--- src/rtl/ut_arb_pkg.sv ---
`timescale 1ns/1ps
package ut_arb_pkg;

    typedef enum logic [1:0] {
        ST_IDLE = 2'd0,
        ST_WAIT = 2'd1,
        ST_RESP = 2'd2
    } arb_state_e;

    typedef enum logic {
        SIDE_INST = 1'b0,
        SIDE_DATA = 1'b1
    } side_e;

endpackage

--- src/rtl/ut_arb_pick.sv ---
`timescale 1ns/1ps
// Chooses which side is granted. Priority is a fixed order chosen by parameter.
module ut_arb_pick #(
    parameter bit DATA_FIRST = 1'b1
) (
    input  logic             enable,
    input  logic             i_req,
    input  logic             d_req,
    output logic             grant_valid,
    output ut_arb_pkg::side_e grant_side
);
    import ut_arb_pkg::*;

    assign grant_valid = enable && (i_req || d_req);

    generate
        if (DATA_FIRST) begin : g_data_first
            assign grant_side = d_req ? SIDE_DATA : SIDE_INST;
        end else begin : g_inst_first
            assign grant_side = i_req ? SIDE_INST : SIDE_DATA;
        end
    endgenerate

endmodule

--- src/rtl/ut_arb_timer.sv ---
`timescale 1ns/1ps
// Countdown that holds the lookup result until its latency has elapsed.
module ut_arb_timer #(
    parameter int unsigned CNT_W = 4
) (
    input  logic             clk,
    input  logic             rst_n,
    input  logic             load,
    input  logic [CNT_W-1:0] load_val,
    input  logic             tick,
    output logic             expired
);
    logic [CNT_W-1:0] cnt_q;

    always_ff @(posedge clk) begin
        if (!rst_n) begin
            cnt_q <= '0;
        end else if (load) begin
            cnt_q <= load_val;
        end else if (tick && (cnt_q != '0)) begin
            cnt_q <= cnt_q - CNT_W'(1);
        end
    end

    assign expired = (cnt_q == '0);

endmodule

--- src/rtl/ut_arbiter.sv ---
`timescale 1ns/1ps
// Arbiter for the shared second-level translation array.
module ut_arbiter #(
    parameter int unsigned VPN_W    = 20,
    parameter int unsigned ENTRY_W  = 32,
    parameter int unsigned I_LAT    = 4,   // instruction hit latency, at least 2
    parameter int unsigned D_LAT    = 3,   // data hit latency, at least 2
    parameter int unsigned MISS_PEN = 6    // extra cycles on a shared-array miss
) (
    input  logic               clk,
    input  logic               rst_n,
    input  logic               flush,
    input  logic               i_req,
    input  logic [VPN_W-1:0]   i_vpn,
    input  logic               d_req,
    input  logic [VPN_W-1:0]   d_vpn,
    output logic               ut_lookup,
    output logic               ut_side,
    output logic [VPN_W-1:0]   ut_vpn,
    input  logic               ut_hit,
    input  logic [ENTRY_W-1:0] ut_entry,
    output logic               i_done,
    output logic               d_done,
    output logic               rsp_miss,
    output logic [ENTRY_W-1:0] rsp_entry
);
    import ut_arb_pkg::*;

    localparam int unsigned MAX_HIT = (I_LAT > D_LAT) ? I_LAT : D_LAT;
    localparam int unsigned MAX_ALL = MAX_HIT + MISS_PEN;
    localparam int unsigned CNT_W   = $clog2(MAX_ALL + 1);

    arb_state_e         state_q, state_d;
    side_e              side_q;
    logic               hit_q;
    logic [ENTRY_W-1:0] entry_q;

    logic               grant_valid;
    side_e              grant_side;
    logic               expired;
    logic [CNT_W-1:0]   lat_sel;
    logic [CNT_W-1:0]   load_val;

    // Grants are only possible from IDLE and never in a flush cycle.
    ut_arb_pick #(
        .DATA_FIRST (1'b1)
    ) u_pick (
        .enable      (state_q == ST_IDLE && !flush),
        .i_req       (i_req),
        .d_req       (d_req),
        .grant_valid (grant_valid),
        .grant_side  (grant_side)
    );

    // Total latency minus the grant cycle and the response cycle.
    always_comb begin
        lat_sel = (grant_side == SIDE_DATA) ? CNT_W'(D_LAT) : CNT_W'(I_LAT);
        if (!ut_hit) begin
            lat_sel = lat_sel + CNT_W'(MISS_PEN);
        end
        load_val = lat_sel - CNT_W'(2);
    end

    ut_arb_timer #(
        .CNT_W (CNT_W)
    ) u_timer (
        .clk      (clk),
        .rst_n    (rst_n),
        .load     (grant_valid),
        .load_val (load_val),
        .tick     (state_q == ST_WAIT),
        .expired  (expired)
    );

    // State register.
    always_ff @(posedge clk) begin
        if (!rst_n) begin
            state_q <= ST_IDLE;
        end else begin
            state_q <= state_d;
        end
    end

    // Next-state logic: grant, expire, complete and cancel.
    always_comb begin
        state_d = state_q;
        unique case (state_q)
            ST_IDLE: begin
                if (grant_valid) begin
                    state_d = ST_WAIT;
                end
            end
            ST_WAIT: begin
                if (flush) begin
                    state_d = ST_IDLE;
                end else if (expired) begin
                    state_d = ST_RESP;
                end
            end
            ST_RESP: begin
                state_d = ST_IDLE;
            end
            default: begin
                state_d = ST_IDLE;
            end
        endcase
    end

    // Result captured in the lookup cycle.
    always_ff @(posedge clk) begin
        if (!rst_n) begin
            side_q  <= SIDE_INST;
            hit_q   <= 1'b0;
            entry_q <= '0;
        end else if (grant_valid) begin
            side_q  <= grant_side;
            hit_q   <= ut_hit;
            entry_q <= ut_entry;
        end
    end

    // Outputs.
    always_comb begin
        ut_lookup = grant_valid;
        ut_side   = (grant_side == SIDE_DATA);
        ut_vpn    = (grant_side == SIDE_DATA) ? d_vpn : i_vpn;
        i_done    = 1'b0;
        d_done    = 1'b0;
        rsp_miss  = 1'b0;
        rsp_entry = entry_q;
        unique case (state_q)
            ST_RESP: begin
                if (!flush) begin
                    i_done   = (side_q == SIDE_INST);
                    d_done   = (side_q == SIDE_DATA);
                    rsp_miss = !hit_q;
                end
            end
            ST_IDLE, ST_WAIT: begin
                rsp_miss = 1'b0;
            end
            default: begin
                rsp_miss = 1'b0;
            end
        endcase
    end

endmodule

--- config.mk ---
export PLATFORM = sky130hd
export DESIGN_NAME = ut_arbiter
export DESIGN_NICKNAME = d
export VERILOG_FILES = /design/src/rtl/ut_arb_pkg.sv /design/src/rtl/ut_arb_pick.sv /design/src/rtl/ut_arb_timer.sv /design/src/rtl/ut_arbiter.sv
export SDC_FILE = /design/constraint.sdc
export NUM_CORES = 1
export LEC_CHECK = 0
export CAP_MARGIN = 40
export CORE_MARGIN = 2
export CORE_UTILIZATION = 36
export DETAILED_ROUTE_END_ITERATION = 8
export GPL_TIMING_DRIVEN = 0
export PLACE_DENSITY = 0.92
export SYNTH_ARGS = -nofsm -noshare
export SYNTH_HDL_FRONTEND = slang
export SYNTH_SLANG_ARGS = --single-unit
--- constraint.sdc ---
create_clock -name clk -period 1.55 [get_ports clk]
set_input_delay 0.31 -clock clk [delete_from_list [all_inputs] [get_ports clk]]
set_output_delay 0.31 -clock clk [all_outputs]
set_load 0.1 [all_outputs]
==> results of run 1 <==
[worst paths after layout]
path	to	cells past startpoint	slack, ns
min	rsp_entry[22]$_SDFFE_PN0P_	4	0.51
max	ut_lookup	5	-0.14
max reg2reg	rsp_entry[7]$_SDFFE_PN0P_	5	-0.07
min reg2reg	rsp_entry[22]$_SDFFE_PN0P_	2	0.53
[metal layers]
metal	GRT usage [%]	share of wire (%)
met1	33.4	35
met2	61.2	53
met3	7.13	8.2
met4	12.6	4.0
met5	0	0
[cells in the mapped netlist (all sizes together)]
master and number:
or2 1, nand4 1, or4 1, nor2 4, a21boi 34, nand3b 1, o31ai 4, o21ai 38
nor3 2, nand2 3, buf 16, nor3b 1, nand3 33, and3 1, dfxtp 40, nand4b 1
or3 3, mux2 20, nor2b 1, nand2b 1, mux2i 1, clkbuf 6, inv 6, a31oi 3
ha 3, and4b 1, o21a 1
[where the power goes]
group          internal (uW)  switching, uW
Combinational            816           1110
Sequential              1100           81.7
Clock                    478            370
Total                   2390           1570
[critical path, cell delays in order (launching register included)]
cell,delay (ns)
dfxtp_4,0.37
nor3_4,0.25
nand2_4,0.09
clkinvlp_4,0.10
buf_6,0.10
buf_12,0.16
[through the flow]
stage | cells | instance area, sq um | hold WS, ns | util (%)
6_report | 460 | 4600 | 0.505 | 83.6
5_1_grt | 460 | 4600 | 0.549 | 83.6
4_1_cts | 462 | 4590 | 0.496 | 83.3
3_5_place_dp | 490 | 4530 | 0.470 | 82.3
3_3_place_gp | 433 | 3520 | 0.459 | 64.0
2_1_floorplan | 227 | 2090 | 0.457 | -
[cell families after synthesis]
logic type / share of synthesized area, %
buffers and inverters: 7.54
muxes: 11.4
and+or+nand+nor: 15.0
AOI/OAI and AO/OA: 25.4
adders and majority gates: 1.82
DFF: 38.9
[sequential cells by signal, indices dropped and copies added (netlist names)]
name and flops:
rsp_entry 32, side_q 1, u_timer.cnt_q 4, state_q 2
hit_q 1
[layout make-up]
| class | count | area, sq um | area share, % |
|---|---|---|---|
| plain buffers | 19 | 136 | 2.96 |
| clock buffers | 6 | 72.6 | 1.58 |
| clock inverters | 2 | 35.0 | 0.761 |
| inverters | 6 | 26.3 | 0.571 |
| multi-input cells | 159 | 1230 | 26.7 |
| flip-flops and latches | 40 | 813 | 17.7 |
| well taps | 72 | 90.1 | 1.96 |
| repair buffers | 156 | 2200 | 47.8 |
[repair_timing]
action                                  4_1_cts  5_1_grt
gates cloned                                  1        0
pin swaps                                     6        2
endpoints found under the setup margin       92       31
endpoints found under the hold margin         0        0
buffers inserted                             13        2
gates resized for setup                      98       27
==> flow_summary.yaml, run 1 <==
timing:
  max_slew_margin_pct: 73.1
  setup_violations: 3
  slew_violations: 0
  rsz0062_at_grt: "true"
  skew_ns: 0.00524
  worst_slack_ns: -0.136
  fin_crit_ns: 1.69
  finalCritPeriodShare_pct: 109
  tns_ns: -0.216
  hold_violations: 0
  worst_slew_pin_slew_ns: 0.399
  clock.fmax_ghz: 0.593
logic_synthesis:
  synthCells: 227
  synth.avg_cell_area_sq_um: 9.07
  yosys_warnings: 0
  syn_area_sq_um: 2060
  synth.area.top_cells: "dfxtp_1 (39%), mux2_2 (11%), a21boi_1 (8.4%)"
  syn-num-nets: 308
  synth_seq_cells: 40
  synth.distinct_cells: 35
  yosys.area.top_type: "dfxtp_1"
  yosysSeqAreaShare_pct: 38.9
  synth_top_area_share_pct: 38.9
drt:
  firstDrtPassIters: 5
  ant_nets: 0
  routed_via_density: 5.72
  wl_microns: 10000
  post_drt_wl_per_cell_microns: 21.8
  first_iter_violations: 224
  num_vias: 2630
  drc: 0
global_routing:
  grt-ovfl-total: 0
  grt_max_degree: 13
  grt_pass1_wl_microns: 15400
  track_usage_pct: 32.0
  grt_pass1_vias: 2894
  antenna_found_initial: 0
worst_hold_path:
  min_from: "i_req"
  min_path_type: "primary input to register"
setup_path:
  critPathLaunchType: "register"
  crit_type: "register to primary output"
  crit_required_ns: 1.24
  reg2reg_from: "state_q[0]$_SDFFE_PN0P_"
  cp-end-kind: "primary output"
  cp_max_fo: 6
  critPathLaunch: "state_q[1]$_SDFFE_PN0P_"
  cp_data_arrival_time_ns: 1.38
cts:
  cts_hold_buf: 0
  clk_pin_slew_ns: 0.08
  clkSinkCount: 40
  numCtsBuffers: 5
  tritoncts: "done"
  clkLatencyLatePin_ns: 0.30
  htree_levels: 2
  clk_path_buf_depth: 2
  cts_root_buf: "clkbuf_8"
floorplanning:
  dieArea_sq_um: 6340
  die_w_microns: 79.6
  core.rowCount: 27
  core_area_sq_um: 5510
  die-height_microns: 79.6
  io_pins: 135
  initial_core_util_pct: 37.4
finish:
  drive_above_1_share_pct: 36.3
  final_cell_mix: "clkdlybuf4s50_1 (73), buf_12 (46), dfxtp_1 (36)"
  nFillCells: 253
  area_delta_synth_final_pct: 124
  final_nets: 468
  final_common_cell: "clkdlybuf4s50_1"
  antenna_cells: 0
placed_design:
  dp.final_hpwl_microns: 7290
  dp_slack_ns: -1.20
  gp_congestion: 0.789
  port_buffers: 134
power:
  total_power_uw: 3960
  power_density_nw_per_um2: 859
  p_leak_uw: 0.00188
  irDropWorstVdd_v: 0.000533
flow_run:
  cap_violations: 0
status:
  outcome: "complete, but fails checks"
  violations: "negative setup slack"
No activity file was read; power rests on OpenSTA's default activity.
==> inputs of run 2 (changes only) <==
CORE_MARGIN = default   (was 2)
==> run 2 against run 1 <==
  * The run still ends with negative setup slack left
  * Die area decreased by 5.0%
  * Total power fell by 0.28%
  * Design area down 1.6%
  * Sequential share of layout area rose by 0.17 points
  * Combinational power is 4% lower
  * Cell count down 0.65%
  * Clock power is 7.1% higher
  * Critical endpoint is now ut_vpn[6]
==> flow_summary.yaml, run 2 (same netlist as run 1, synthesis figures left out) <==
status:
  outcome: "complete, but fails checks"
  violations: "negative setup slack"
drt:
  ant_nets: 0
  first_iter_violations: 128
  drc: 0
  firstDrtPassIters: 4
  wl_microns: 8950
  num_vias: 2554
  post_drt_wl_per_cell_microns: 19.6
  routed_via_density: 5.59
cts:
  cts_hold_buf: 0
  htree_levels: 2
  clk_path_buf_depth: 2
  clkSinkCount: 40
  numCtsBuffers: 5
  cts_root_buf: "clkbuf_8"
  clk_pin_slew_ns: 0.07
  tritoncts: "done"
  clkLatencyLatePin_ns: 0.30
finish:
  final_cell_mix: "clkdlybuf4s50_1 (74), buf_12 (49), dfxtp_1 (36)"
  antenna_cells: 0
  largest_reg_flops: 32
  final_nets: 465
  final_area_sq_um: 4530
  final_util_pct: 82.3
  final_common_cell: "clkdlybuf4s50_1"
  drive_above_1_share_pct: 35.6
  area_delta_synth_final_pct: 120
placed_design:
  gp_congestion: 0.759
  port_buffers: 134
  postPlaceCellArea_sq_um: 4490
  dp.final_hpwl_microns: 6720
timing:
  setup_violations: 12
  hold_violations: 0
  skew_ns: 0.0107
  max_slew_margin_pct: 75.3
  slew_violations: 0
  fin_crit_ns: 1.61
  worst_slew_pin_slew_ns: 0.370
  clock.fmax_ghz: 0.621
  finalCritPeriodShare_pct: 104
  rsz0062_at_grt: "true"
  worst_slack_ns: -0.0592
setup_path:
  cp-end-kind: "primary output"
  critPathLaunch: "d_req"
  cp_data_arrival_time_ns: 1.30
  crit_type: "primary input to primary output"
  cpMostUsedCell: "buf_8"
  reg2reg_from: "u_timer.cnt_q[0]$_SDFFE_PN0P_"
  crit_required_ns: 1.24
  slowest_delay_ns: 0.33
  reg2regPathDepth: 5
  ff2ff_setup_slack_ns: 0.01
  r2r_end: "u_timer.cnt_q[0]$_SDFFE_PN0P_"
  cp_max_fo: 5
  critPathLaunchType: "primary input"
  worstPathCellList: "buf_12, buf_6, buf_8, buf_8, mux2_4, buf_16"
  slowest_stage: "mux2_4"
worst_hold_path:
  worstHoldPathCells: 2
  min_from: "flush"
  min_path_type: "primary input to register"
  min_to: "state_q[1]$_SDFFE_PN0P_"
global_routing:
  grt_pass1_vias: 2751
  grt-ovfl-total: 0
  track_usage_pct: 30.4
  grt_max_degree: 14
  grt_pass1_wl_microns: 14200
  antenna_found_initial: 0
power:
  p_leak_uw: 0.00182
  power_density_nw_per_um2: 871
  irDropWorstVdd_v: 0.000483
floorplanning:
  die-height_microns: 77.6
  initial_core_util_pct: 37.4
  dieArea_sq_um: 6020
  die_w_microns: 77.6
  core.rowCount: 27
  io_pins: 135
  core_area_sq_um: 5510
flow_run:
  cap_violations: 0
-- run 2: cell types whose count changed in the layout (fill, tap and decap cells not counted), moves of 2 or more --
| cell | previous run | this run |
|---|---|---|
| mux2_2 | 5 | 11 |
| mux2_4 | 15 | 9 |
| buf_12 | 46 | 49 |
| buf_6 | 10 | 7 |
| buf_16 | 12 | 10 |
| dfxtp_2 | 1 | 3 |
| dfxtp_4 | 3 | 1 |
| dlygate4sd2_1 | 7 | 5 |
-- run 2: area by class of cell --
| class | count | area (sq um) |
|---|---|---|
| clock inverters | 2 | 38.8 |
| fillers | 272 | 977 |
| inverters | 6 | 26.3 |
| clock buffers | 6 | 82.6 |
| repair buffers | 152 | 2160 |
| plain buffers | 20 | 143 |
| multi-input cells | 159 | 1180 |
| well taps | 72 | 90.1 |
| flip-flops and latches | 40 | 808 |
-- run 2: repair_timing --
| action | 4_1_cts | 5_1_grt |
|---|---|---|
| pin swaps | 3 | 2 |
| setup endpoints to repair | 92 | 35 |
| buffers inserted | 9 | 3 |
| gates resized for setup | 94 | 17 |
| gates cloned | 1 | 0 |
-- run 2: worst max path at each step --
| stage | to | slack, ns | cells past startpoint |
|---|---|---|---|
| floorplan | state_q[0]$_SDFFE_PN0P_ | -0.15 | 6 |
| global placement | ut_vpn[6] | -1.37 | 5 |
| detailed placement | ut_vpn[6] | -1.14 | 6 |
| CTS | ut_vpn[6] | -0.16 | 7 |
| global route | ut_lookup | -0.09 | 6 |
| finish | ut_vpn[6] | -0.06 | 6 |
-- run 2: routing by layer --
| layer | up-vias | track usage, % | routed length (microns) |
|---|---|---|---|
| met4 | 0 | 15.5 | 289 |
| met5 | - | 0 | 0 |
| met1 | 1228 | 32.4 | 3360 |
| met3 | 28 | 6.71 | 608 |
| met2 | 165 | 55.8 | 4690 |
| li1 | 1133 | - | - |
-- run 2: report_power, final --
part / switching, uW / internal, uW
combinational: 1080 / 781
sequential: 74.6 / 1100
clock: 382 / 527
total: 1540 / 2410
-- run 2: stage by stage --
| step | power (uW) | hold WS [ns] | std cells | TNS [ns] | setup slack, ns |
|---|---|---|---|---|---|
| after floorplan | 2170 | 0.457 | 227 | -0.435 | -0.153 |
| after global placement | 2620 | 0.461 | 433 | -49.99 | -1.37 |
| after detailed placement | 3030 | 0.471 | 490 | -39.94 | -1.14 |
| after CTS | 3920 | 0.509 | 457 | -2.49 | -0.159 |
| after global routing | 4050 | 0.432 | 457 | -0.692 | -0.0928 |
| final | 3940 | 0.422 | 457 | -0.440 | -0.0592 |
-- run 2: worst max-delay path, delay by kind of cell --
| family | cells | cell delay (ns) |
|---|---|---|
| buffers and inverters | 5 | 0.64 |
| muxes | 1 | 0.33 |
